[src/rtl/aln_pkg.sv]
package aln_pkg;

    typedef enum logic [1:0] {
        D_IDLE = 2'd0,
        D_REQ  = 2'd1,
        D_WAIT = 2'd2,
        D_ACK  = 2'd3
    } dev_state_e;

    typedef enum logic [2:0] {
        M_IDLE  = 3'd0,
        M_ACK   = 3'd1,
        M_WAIT  = 3'd2,
        M_DRIVE = 3'd3,
        M_REL   = 3'd4
    } mem_state_e;

endpackage

[src/rtl/aln_req_side.sv]
module aln_req_side
    import aln_pkg::*;
#(
    parameter int ADDR_W  = 8,
    parameter int DATA_W  = 16,
    parameter int TIMEOUT = 32
) (
    input  logic              clk,
    input  logic              rst_n,
    input  logic              cmd_valid,
    input  logic [ADDR_W-1:0] cmd_addr,
    output logic              cmd_ready,
    output logic              rsp_valid,
    output logic [DATA_W-1:0] rsp_data,
    output logic              err,
    input  logic [DATA_W-1:0] bus_in,
    output logic [DATA_W-1:0] bus_out,
    output logic              bus_oe,
    output logic              req_o,
    output logic              ack_o,
    input  logic              ack_in,
    input  logic              rdy_in
);

    localparam int CW = (TIMEOUT > 2) ? $clog2(TIMEOUT) : 1;
    localparam logic [CW-1:0] CNT_LAST = CW'(TIMEOUT - 1);

    typedef struct packed {
        dev_state_e        state;
        logic [ADDR_W-1:0] addr;
        logic [DATA_W-1:0] data;
        logic [CW-1:0]     cnt;
        logic              rsp_valid;
        logic              err;
    } req_regs_t;

    req_regs_t r_d, r_q;

    always_comb begin
        r_d           = r_q;
        r_d.rsp_valid = 1'b0;
        r_d.err       = 1'b0;
        case (r_q.state)
            D_IDLE: begin
                if (cmd_valid) begin
                    r_d.addr  = cmd_addr;
                    r_d.state = D_REQ;
                    r_d.cnt   = '0;
                end
            end
            D_REQ: begin
                if (ack_in) begin
                    r_d.state = D_WAIT;
                    r_d.cnt   = '0;
                end else if (r_q.cnt == CNT_LAST) begin
                    r_d.state = D_IDLE;
                    r_d.err   = 1'b1;
                end else begin
                    r_d.cnt = r_q.cnt + 1'b1;
                end
            end
            D_WAIT: begin
                if (rdy_in) begin
                    r_d.data  = bus_in;
                    r_d.state = D_ACK;
                    r_d.cnt   = '0;
                end else if (r_q.cnt == CNT_LAST) begin
                    r_d.state = D_IDLE;
                    r_d.err   = 1'b1;
                end else begin
                    r_d.cnt = r_q.cnt + 1'b1;
                end
            end
            D_ACK: begin
                if (!rdy_in) begin
                    r_d.state     = D_IDLE;
                    r_d.rsp_valid = 1'b1;
                end else if (r_q.cnt == CNT_LAST) begin
                    r_d.state = D_IDLE;
                    r_d.err   = 1'b1;
                end else begin
                    r_d.cnt = r_q.cnt + 1'b1;
                end
            end
            default: r_d.state = D_IDLE;
        endcase
    end

    always_ff @(posedge clk or negedge rst_n) begin
        if (!rst_n) r_q <= '0;
        else        r_q <= r_d;
    end

    assign cmd_ready = (r_q.state == D_IDLE);
    assign rsp_valid = r_q.rsp_valid;
    assign rsp_data  = r_q.data;
    assign err       = r_q.err;
    assign bus_oe    = (r_q.state == D_REQ);
    assign req_o     = (r_q.state == D_REQ);
    assign ack_o     = (r_q.state == D_ACK);

    generate
        if (DATA_W > ADDR_W) begin : g_pad
            assign bus_out = {{(DATA_W-ADDR_W){1'b0}}, r_q.addr};
        end else begin : g_nopad
            assign bus_out = r_q.addr[DATA_W-1:0];
        end
    endgenerate

    // request released only once the acknowledge was seen
    p_req_drop_r3: assert property (@(posedge clk) disable iff (!rst_n)
        ($fell(req_o) && !err) |-> $past(ack_in));

    // own acknowledge released only after data-present went low
    p_ack_release_r7: assert property (@(posedge clk) disable iff (!rst_n)
        ($fell(ack_o) && !err) |-> !$past(rdy_in));

    // a response follows the acknowledge phase
    p_rsp_after_ack_r6: assert property (@(posedge clk) disable iff (!rst_n)
        rsp_valid |-> ($past(ack_o) && !ack_o));

endmodule

[src/rtl/aln_rsp_side.sv]
module aln_rsp_side
    import aln_pkg::*;
#(
    parameter int ADDR_W  = 8,
    parameter int DATA_W  = 16,
    parameter int LAT     = 4,
    parameter int TIMEOUT = 32
) (
    input  logic              clk,
    input  logic              rst_n,
    output logic              err,
    output logic              arr_rd,
    output logic [ADDR_W-1:0] arr_addr,
    input  logic [DATA_W-1:0] arr_rdata,
    input  logic [DATA_W-1:0] bus_in,
    output logic [DATA_W-1:0] bus_out,
    output logic              bus_oe,
    input  logic              req_in,
    output logic              ack_o,
    input  logic              ack_in,
    output logic              rdy_o
);

    localparam int CW = (TIMEOUT > 2) ? $clog2(TIMEOUT) : 1;
    localparam logic [CW-1:0] CNT_LAST = CW'(TIMEOUT - 1);
    localparam int LW = $clog2(LAT + 1);
    localparam logic [LW-1:0] LAT_DONE = LW'(LAT);

    typedef struct packed {
        mem_state_e        state;
        logic [ADDR_W-1:0] addr;
        logic [DATA_W-1:0] data;
        logic [CW-1:0]     cnt;
        logic [LW-1:0]     lat;
        logic              rd;
        logic              err;
    } rsp_regs_t;

    rsp_regs_t s_d, s_q;

    always_comb begin
        s_d     = s_q;
        s_d.rd  = 1'b0;
        s_d.err = 1'b0;
        if ((s_q.state == M_ACK || s_q.state == M_WAIT) && s_q.lat != LAT_DONE) begin
            s_d.lat = s_q.lat + 1'b1;
        end
        case (s_q.state)
            M_IDLE: begin
                if (req_in) begin
                    s_d.addr  = bus_in[ADDR_W-1:0];
                    s_d.state = M_ACK;
                    s_d.rd    = 1'b1;
                    s_d.lat   = '0;
                    s_d.cnt   = '0;
                end
            end
            M_ACK: begin
                if (!req_in) begin
                    s_d.state = M_WAIT;
                    s_d.cnt   = '0;
                end else if (s_q.cnt == CNT_LAST) begin
                    s_d.state = M_IDLE;
                    s_d.err   = 1'b1;
                end else begin
                    s_d.cnt = s_q.cnt + 1'b1;
                end
            end
            M_WAIT: begin
                if (s_q.lat == LAT_DONE) begin
                    s_d.data  = arr_rdata;
                    s_d.state = M_DRIVE;
                    s_d.cnt   = '0;
                end
            end
            M_DRIVE: begin
                if (ack_in) begin
                    s_d.state = M_REL;
                    s_d.cnt   = '0;
                end else if (s_q.cnt == CNT_LAST) begin
                    s_d.state = M_IDLE;
                    s_d.err   = 1'b1;
                end else begin
                    s_d.cnt = s_q.cnt + 1'b1;
                end
            end
            M_REL: begin
                if (!ack_in) begin
                    s_d.state = M_IDLE;
                end else if (s_q.cnt == CNT_LAST) begin
                    s_d.state = M_IDLE;
                    s_d.err   = 1'b1;
                end else begin
                    s_d.cnt = s_q.cnt + 1'b1;
                end
            end
            default: s_d.state = M_IDLE;
        endcase
    end

    always_ff @(posedge clk or negedge rst_n) begin
        if (!rst_n) s_q <= '0;
        else        s_q <= s_d;
    end

    assign err      = s_q.err;
    assign arr_rd   = s_q.rd;
    assign arr_addr = s_q.addr;
    assign bus_out  = s_q.data;
    assign bus_oe   = (s_q.state == M_DRIVE);
    assign rdy_o    = (s_q.state == M_DRIVE);
    assign ack_o    = (s_q.state == M_ACK);

    generate
        if (DATA_W > ADDR_W) begin : g_hi
            logic unused_hi;
            assign unused_hi = ^bus_in[DATA_W-1:ADDR_W];
        end
    endgenerate

    // acknowledge only in answer to a sampled request
    p_ack_after_req_r3: assert property (@(posedge clk) disable iff (!rst_n)
        $rose(ack_o) |-> $past(req_in));

    // first acknowledge held until the request was seen low
    p_ack_drop_r4: assert property (@(posedge clk) disable iff (!rst_n)
        ($fell(ack_o) && !err) |-> !$past(req_in));

    // data-present never rises over a live acknowledge
    p_rdy_quiet_ack_r5: assert property (@(posedge clk) disable iff (!rst_n)
        $rose(rdy_o) |-> (!ack_in && !ack_o));

    // data-present dropped only after the requester acknowledged
    p_rdy_drop_r7: assert property (@(posedge clk) disable iff (!rst_n)
        ($fell(rdy_o) && !err) |-> $past(ack_in));

endmodule

[src/rtl/aln_bus_join.sv]
module aln_bus_join #(
    parameter int DATA_W = 16
) (
    input  logic              clk,
    input  logic              rst_n,
    input  logic [DATA_W-1:0] req_out,
    input  logic              req_oe,
    input  logic [DATA_W-1:0] rsp_out,
    input  logic              rsp_oe,
    input  logic              req_ack,
    input  logic              rsp_ack,
    output logic [DATA_W-1:0] bus,
    output logic              ack
);

    always_comb begin
        if (req_oe)      bus = req_out;
        else if (rsp_oe) bus = rsp_out;
        else             bus = '0;
    end

    assign ack = req_ack | rsp_ack;

    // the shared lines have at most one driver
    p_one_driver_r8: assert property (@(posedge clk) disable iff (!rst_n)
        !(req_oe && rsp_oe));

endmodule

[src/rtl/async_read_link.sv]
module async_read_link #(
    parameter int ADDR_W      = 8,
    parameter int DATA_W      = 16,
    parameter int MEM_LAT     = 4,
    parameter int DEV_TIMEOUT = 32,
    parameter int MEM_TIMEOUT = 32
) (
    input  logic              clk,
    input  logic              rst_n,
    input  logic              cmd_valid,
    input  logic [ADDR_W-1:0] cmd_addr,
    output logic              cmd_ready,
    output logic              rsp_valid,
    output logic [DATA_W-1:0] rsp_data,
    output logic              req_err,
    output logic              rsp_err,
    output logic              arr_rd,
    output logic [ADDR_W-1:0] arr_addr,
    input  logic [DATA_W-1:0] arr_rdata,
    output logic [DATA_W-1:0] lnk_data,
    output logic              lnk_req,
    output logic              lnk_ack,
    output logic              lnk_rdy,
    output logic              req_drive,
    output logic              rsp_drive
);

    logic [DATA_W-1:0] req_out, rsp_out;
    logic              req_ack, rsp_ack;

    aln_req_side #(
        .ADDR_W (ADDR_W),
        .DATA_W (DATA_W),
        .TIMEOUT(DEV_TIMEOUT)
    ) i_req (
        .clk      (clk),
        .rst_n    (rst_n),
        .cmd_valid(cmd_valid),
        .cmd_addr (cmd_addr),
        .cmd_ready(cmd_ready),
        .rsp_valid(rsp_valid),
        .rsp_data (rsp_data),
        .err      (req_err),
        .bus_in   (lnk_data),
        .bus_out  (req_out),
        .bus_oe   (req_drive),
        .req_o    (lnk_req),
        .ack_o    (req_ack),
        .ack_in   (lnk_ack),
        .rdy_in   (lnk_rdy)
    );

    aln_rsp_side #(
        .ADDR_W (ADDR_W),
        .DATA_W (DATA_W),
        .LAT    (MEM_LAT),
        .TIMEOUT(MEM_TIMEOUT)
    ) i_rsp (
        .clk      (clk),
        .rst_n    (rst_n),
        .err      (rsp_err),
        .arr_rd   (arr_rd),
        .arr_addr (arr_addr),
        .arr_rdata(arr_rdata),
        .bus_in   (lnk_data),
        .bus_out  (rsp_out),
        .bus_oe   (rsp_drive),
        .req_in   (lnk_req),
        .ack_o    (rsp_ack),
        .ack_in   (lnk_ack),
        .rdy_o    (lnk_rdy)
    );

    aln_bus_join #(
        .DATA_W(DATA_W)
    ) i_join (
        .clk    (clk),
        .rst_n  (rst_n),
        .req_out(req_out),
        .req_oe (req_drive),
        .rsp_out(rsp_out),
        .rsp_oe (rsp_drive),
        .req_ack(req_ack),
        .rsp_ack(rsp_ack),
        .bus    (lnk_data),
        .ack    (lnk_ack)
    );

endmodule

[config.mk]
export PLATFORM = sky130hd
export DESIGN_NAME = async_read_link
export DESIGN_NICKNAME = d
export VERILOG_FILES = /design/src/rtl/aln_pkg.sv /design/src/rtl/aln_req_side.sv /design/src/rtl/aln_rsp_side.sv /design/src/rtl/aln_bus_join.sv /design/src/rtl/async_read_link.sv
export SDC_FILE = /design/constraint.sdc
export NUM_CORES = 1
export LEC_CHECK = 0
export BUFFER_PORTS_ARGS = -buffer_cell sky130_fd_sc_hd__buf_2
export CORE_MARGIN = 3
export CORE_UTILIZATION = 37
export CTS_BUF_LIST = sky130_fd_sc_hd__clkbuf_2 sky130_fd_sc_hd__clkbuf_4 sky130_fd_sc_hd__clkbuf_8
export DETAILED_ROUTE_END_ITERATION = 8
export SYNTH_ARGS = -nofsm -noshare
export SYNTH_HDL_FRONTEND = slang
export SYNTH_SLANG_ARGS = --single-unit
export TNS_END_PERCENT = 1
[constraint.sdc]
create_clock -name clk -period 5.4 [get_ports clk]
set_clock_uncertainty 0.15 [all_clocks]
set_input_delay 0.27 -clock clk [delete_from_list [all_inputs] [get_ports clk]]
set_output_delay 0.27 -clock clk [all_outputs]
set_load 0.01 [all_outputs]
==> reports/summary.txt, run 1 <==
CTS tree -> built
worst r2r path cells -> 3
CTS resizes -> 0
register area share after synthesis -> 0.524
initial antenna violation count -> 0
Clk pwr share -> 0.203
area delta synth->final -> 18.0%
Synth Area per Inst -> 12.1 um2
Yosys top cell area share -> 0.524
Buf/Inv on CP -> 2
Layout Nets -> 371
# IOs -> 77
dpl cell area -> 3590 um2
crit start category -> flip-flop
hpwl dp -> 4850 um
Synth area leaders -> dfrtp_1 (52%), mux2_2 (17%), buf_4 (6.7%)
RSZ-0062 raised after global routing -> false
critical path depth -> 5
Net Sw Frac -> 0.369
post-synth net total -> 308
clock transition at the registers of the reported paths -> 0.08 ns
DR WL/cell -> 15.3 um
GRT Total Usage -> 0.144
crit path max-delay cell type -> nor2_1
cell taking the most area after synthesis -> dfrtp_1
Final Cycle Share -> 0.559
post-CTS setup buffer count -> 0
flop2flop setup slack -> 2.91 ns
main flop type after synthesis -> dfrtp_1
Final Hold Vio Count -> 0
total gr overflow -> 0
pwr dens -> 547 nW/um2
Vias/cell -> 4.99
n_diodes -> 0
total net switching power -> 796 uW
vias in the first global route -> 2279
WHS Endpoint -> i_rsp.bus_out[3]
hold depth -> 2
row count -> 34
share of flip-flops with an asynchronous set or reset -> 1.00
Chip Width -> 101 um
Post-CTS Hold Fix Bufs -> 14
fin area -> 3940 um2
VDD IR-drop max -> 0.000198 V
CP Data Required Time -> 4.98 ns
synth unique cells -> 43
worst-skew pair later-pin latency -> 0.34 ns
post-synth design cell area -> 3340 um2
Via Count -> 2262
combinational power share -> 0.400
max-slew violations -> 0
clk root buf -> clkbuf_8
critical-path maximum fanout -> 13
share of cells above drive strength 1 -> 0.423
kind of end point of the critical path -> primary output
max_cap viols -> 0
Min-Delay Path Class -> input pin to flip-flop
Die Y -> 101 um
starting density of the core -> 0.381
Starting DRT DRC Count -> 112
final worst path period need -> 3.02 ns
Pre-antenna DRT Iters -> 4
slew margin rel. -> 0.321
FF/Latch Area -> 1750 um2
Setup WS pre-CTS -> 2.69 ns
Post-Syn Instances -> 277
final setup margin -> 2.38 ns
Synth Register Bits -> 70
crit path cell chain -> nand2b_1 -> inv_1 -> nor2_1 -> a22o_1 -> buf_2
H-tree depth -> 3
# DRC -> 0
Crit path max-delay family -> simple AND/OR/NAND/NOR gates
Detail Route Antenna Nets -> 0
Die ar. -> 10200 um2
TritonCTS Buffers -> 9
RD Place Congestion -> 0.749
Total Wirelength -> 6920 um
Int Pwr -> 1360 uW
first-pass GRT wire length -> 11400 um
YS warnings -> 0
arrival time of the worst setup path -> 2.60 ns
crit-path max cell delay -> 0.59 ns
Reg2Reg Launch Point -> i_rsp.s_q[35]
IO Port Bufs -> 76
sequential share of power -> 0.397
EDFF count, synth -> 0
Least-Margin Pin Slew -> 1.01 ns
clk buf depth -> 2
Setup Crit Path Kind -> flip-flop to primary output
f_max -> 0.331 GHz
Multi-input gate area -> 1290 um2
largest net degree at the start of global routing -> 71
worst reg2reg path endpoint -> i_req.rsp_data[0]
clk sinks -> 70
P_leak -> 0.00200 uW
total core area -> 8760 um2
Setup TNS -> 0 ns
hold path start -> arr_rdata[3]
status -> completed
layout filler cell count -> 846
Setup Viol. Count Final -> 0
synth_stat cells (2+ instances only):
master	count
a21oi_1	10
o21a_1	3
and2b_1	2
ha_1	4
buf_2	6
and3_1	8
nor2b_1	3
inv_1	6
nand4_1	2
mux2_2	49
nand3_1	4
dfrtp_1	70
buf_4	30
o2bb2ai_1	2
o21ai_0	8
clkbuf_1	2
xor2_1	3
a22o_1	9
a21o_1	3
o22ai_1	2
nand2b_1	4
a41oi_1	2
nor2_1	13
nand2_1	12
nor3_1	2
stage by stage:
step	std cells	util	total power, uW	hold slack, ns
after floorplan	277	-	1540	-0.176
after global placement	423	0.410	1710	0.308
after detailed placement	423	0.410	1730	0.311
after CTS	453	0.450	2190	0.00327
after global routing	453	0.450	2330	0.000966
final	453	0.450	2160	0.0198
cell type report:
class                           instances  area share
Sequential cell                        70       0.444
Multi-Input combinational cell        162       0.328
Timing Repair Buffer                   91       0.135
Clock buffer                           11      0.0384
Tap cell                              108      0.0343
Clock inverter                          5      0.0143
Inverter                                6     0.00571
worst register-to-register path: stages (launching register included):
cell and delay [ns]:
dfrtp_1 0.59, nand3b_1 0.34, nor2b_2 0.89, mux2_2 0.42
sequential cells by signal, indices dropped and copies added (netlist names):
register         cells
i_rsp.bus_out       16
i_req.err            1
i_rsp.arr_addr       8
i_req.rsp_data      16
i_req.bus_out        8
i_rsp.s_q           11
i_rsp.err            1
i_rsp.arr_rd         1
i_req.r_q            7
i_req.rsp_valid      1
power by group through the flow:
stage / Clock [uW] / Combinational [uW] / Sequential [uW]
2_1_floorplan: 0 / 737 / 801
3_5_place_dp: 0 / 865 / 869
3_3_place_gp: 0 / 850 / 863
4_1_cts: 452 / 876 / 859
6_report: 437 / 863 / 856
5_1_grt: 480 / 966 / 888
metal layers:
metal | up-vias | track usage | routed length (um)
li1 | 1078 | - | -
met1 | 1127 | 0.185 | 3180
met2 | 47 | 0.234 | 3380
met3 | 10 | 0.0304 | 233
met4 | 0 | 0.0654 | 123
met5 | - | 0 | 0
logic make-up (layout without fill, tap and decap cells):
group,after synthesis,in the layout,synth area share
flops,70,70,0.524
simple gates,55,55,0.0906
mux,50,50,0.168
compound gates,48,48,0.0996
buf+inv,45,113,0.0888
fa+ha+maj,5,5,0.0180
xor+xnor,4,4,0.0105
placed cells by master, fill, tap and decap left out, drive strengths merged, types with 4 or more instances in the layout:
| master | n |
|---|---|
| buf | 77 |
| dfrtp | 70 |
| mux2 | 49 |
| dlygate4sd3 | 14 |
| nor2 | 13 |
| nand2 | 12 |
| clkbuf | 11 |
| a21oi | 10 |
| a22o | 9 |
| o21ai | 8 |
| and3 | 8 |
| inv | 7 |
| nand2b | 4 |
| nand3 | 4 |
| ha | 4 |
how the worst max path moves through the flow:
stage | from | end
2_1_floorplan | i_rsp.s_q[34] | i_rsp.bus_out[10]
3_3_place_gp | i_req.r_q[32] | lnk_data[6]
3_5_place_dp | i_req.r_q[32] | lnk_data[6]
4_1_cts | i_req.r_q[32] | lnk_data[6]
5_1_grt | i_req.r_q[32] | lnk_data[7]
6_report | i_req.r_q[32] | lnk_data[6]
(Power assumes the default switching activity.)
==> run 2: changes to the inputs <==
==> constraint.sdc (replaced) <==
create_clock -name clk -period 2.7 [get_ports clk]
set_clock_uncertainty 0.15 [all_clocks]
set_input_delay 0.135 -clock clk [delete_from_list [all_inputs] [get_ports clk]]
set_output_delay 0.135 -clock clk [all_outputs]
set_load 0.01 [all_outputs]
==> reports/summary.txt, run 2 (synthesis gave the netlist of run 1 again) <==
vias in the first global route -> 2288 (+0.39%)
f_max -> 0.408 GHz
Final Hold Vio Count -> 0 (unchanged)
Starting DRT DRC Count -> 61 (-46%)
RSZ-0062 raised after global routing -> false
max-slew violations -> 0 (unchanged)
kind of end point of the critical path -> primary output
GR Util met3 -> 0.0284 (-0.00208)
initial antenna violation count -> 0 (unchanged)
commonest non-fill, non-tap cell in the layout -> buf_2
H-tree depth -> 3 (unchanged)
Crit path max-delay family -> simple AND/OR/NAND/NOR gates
GRT Total Usage -> 0.146 (+0.00140)
Layout Nets -> 386 (+4.0%)
sequential share of power -> 0.368 (-0.029)
Setup Viol. Count Final -> 0 (unchanged)
Detail Route Antenna Nets -> 0 (unchanged)
first-pass GRT wire length -> 11500 um (+0.90%)
Die Y -> 101 um (unchanged)
TritonCTS Buffers -> 9 (unchanged)
Setup WS pre-CTS -> 0.423 ns (-2.27 ns)
RD Place Congestion -> 0.751 (+0.32%)
clock transition at the registers of the reported paths -> 0.08 ns (about the same)
row count -> 34 (unchanged)
VDD IR-drop max -> 0.000429 V (+120%)
share of cells above drive strength 1 -> 0.419 (-0.00374)
Total Wirelength -> 7210 um (+4.2%)
crit path cell chain -> nand2b_1 -> inv_1 -> nor2_2 -> a22o_1 -> buf_2
# DRC -> 0 (unchanged)
n_diodes -> 0 (unchanged)
crit-path max cell delay -> 0.54 ns (-0.05 ns)
max_cap viols -> 0 (unchanged)
IO Port Bufs -> 76 (unchanged)
starting density of the core -> 0.381 (unchanged)
Vias/cell -> 4.94 (-1.0%)
crit path max-delay cell type -> dfrtp_1
Int Pwr -> 3050 uW (+120%)
post-placement cell count -> 427 (+0.95%)
total core area -> 8760 um2 (unchanged)
final setup margin -> 0.250 ns (-2.13 ns)
clk sinks -> 70 (unchanged)
slew margin rel. -> 0.413 (+0.0922)
met1 usage -> 0.185 (about the same)
total net switching power -> 1620 uW (+100%)
crit start category -> flip-flop
Final Core Density -> 0.477 (+0.0274)
Net Sw Frac -> 0.347 (-0.0220)
CTS tree -> built
largest net degree at the start of global routing -> 71 (unchanged)
combinational power share -> 0.382 (-0.018)
Setup Crit Path Kind -> flip-flop to primary output
Top Usage Layer GRT -> met2
Least-Margin Pin Slew -> 0.880 ns (-0.134 ns)
Clk pwr share -> 0.250 (+0.047)
Buf/Inv on CP -> 2 (unchanged)
arrival time of the worst setup path -> 2.17 ns (-0.43 ns)
layout filler cell count -> 812 (-4.0%)
hpwl dp -> 4940 um (+1.8%)
Chip Width -> 101 um (unchanged)
Die ar. -> 10200 um2 (unchanged)
# IOs -> 77 (unchanged)
status -> completed
clk root buf -> clkbuf_8
Setup TNS -> 0 ns (unchanged)
Pre-antenna DRT Iters -> 4 (unchanged)
pwr dens -> 1120 nW/um2 (+100%)
CP Data Required Time -> 2.41 ns (-2.57 ns)
Via Count -> 2313 (+2.3%)
hold_ws -> 0.0890 ns (+0.0692 ns)
GR Util met2 -> 0.243 (+0.00861)
Min-Delay Path Class -> input pin to flip-flop
P_leak -> 0.00211 uW (+5.3%)
worst-skew pair later-pin latency -> 0.34 ns (about the same)
leading cell types in the layout, fill and taps excluded -> buf_2 (75), dfrtp_1 (70), mux2_2 (49), dlygate4sd3_1 (25)
Final Non-Filler Cells -> 468 (+3.3%)
clk buf depth -> 2 (unchanged)
final worst path period need -> 2.45 ns
area delta synth->final -> 25.2%
DR WL/cell -> 15.4 um (+0.87%)
total gr overflow -> 0 (unchanged)
Final Cycle Share -> 0.908
critical-path maximum fanout -> 13 (unchanged)
[run 2: cell count changes in the layout (fill, tap and decap cells not counted)]
cell,change
buf_12,+2
buf_4,+2
bufinv_16,+3
clkinv_2,-2
clkinv_4,+1
clkinvlp_4,-1
dlygate4sd3_1,+11
inv_6,-1
nor2_1,-1
nor2_2,+1
[run 2: path summary, 6_finish.rpt]
kind | end | slack [ns] | cells after the start | start
setup / recovery | lnk_data[6] | 0.25 | 5 | i_req.r_q[32]
hold / removal | i_req.r_q[31] | 0.09 | 3 | cmd_valid
setup reg to reg | i_rsp.bus_out[5] | 0.57 | 4 | i_rsp.s_q[35]
hold reg to reg | i_req.rsp_data[15] | 0.36 | 1 | i_req.rsp_data[15]
max in group asynchronous | i_rsp.bus_out[7] | 1.52 | 2 | rst_n
min in group asynchronous | i_rsp.bus_out[2] | 0.30 | 2 | rst_n
[run 2: what timing repair did]
action                                  CTS  global route
endpoints found under the hold margin    94             0
hold buffers                             25             0
endpoints found under the setup margin    0             8
setup buffers                             0             0
gates resized for setup                   0             1
[run 2: power groups by stage]
stage | Sequential [uW] | Clock [uW] | Combinational [uW]
4_1_cts | 1720 | 1190 | 1800
6_report | 1720 | 1170 | 1790
2_1_floorplan | 1600 | 0 | 1470
5_1_grt | 1780 | 1230 | 1970
3_3_place_gp | 1730 | 0 | 1730
3_5_place_dp | 1740 | 0 | 1770
[run 2: metal layers]
metal  part of all wire  wire length, um
met2               0.50             3620
met4              0.014              103
met3              0.033              239
met5                  0                0
met1               0.45             3250
[run 2: tightest hold or removal path: cells and delay by family]
family,cells,cell delay (ns)
buf+inv,1,0.11
compound gates,1,0.21
simple gates,1,0.07
[run 2: area by class of cell]
type | count | area [um2] | share of cell area
clock buffers | 11 | 151 | 0.0362
clock inverters | 5 | 129 | 0.0308
inverters | 6 | 22.5 | 0.00538
multi-input cells | 162 | 1300 | 0.310
flip-flops and latches | 70 | 1750 | 0.419
well taps | 108 | 135 | 0.0323
repair buffers | 106 | 696 | 0.166
[run 2: per-stage QoR]
| step | power (uW) | instance area (um2) |
|---|---|---|
| 2_1_floorplan | 3070 | 3340 |
| 3_3_place_gp | 3470 | 3650 |
| 3_5_place_dp | 3510 | 3650 |
| 4_1_cts | 4720 | 4180 |
| 5_1_grt | 4990 | 4180 |
| 6_report | 4670 | 4180 |
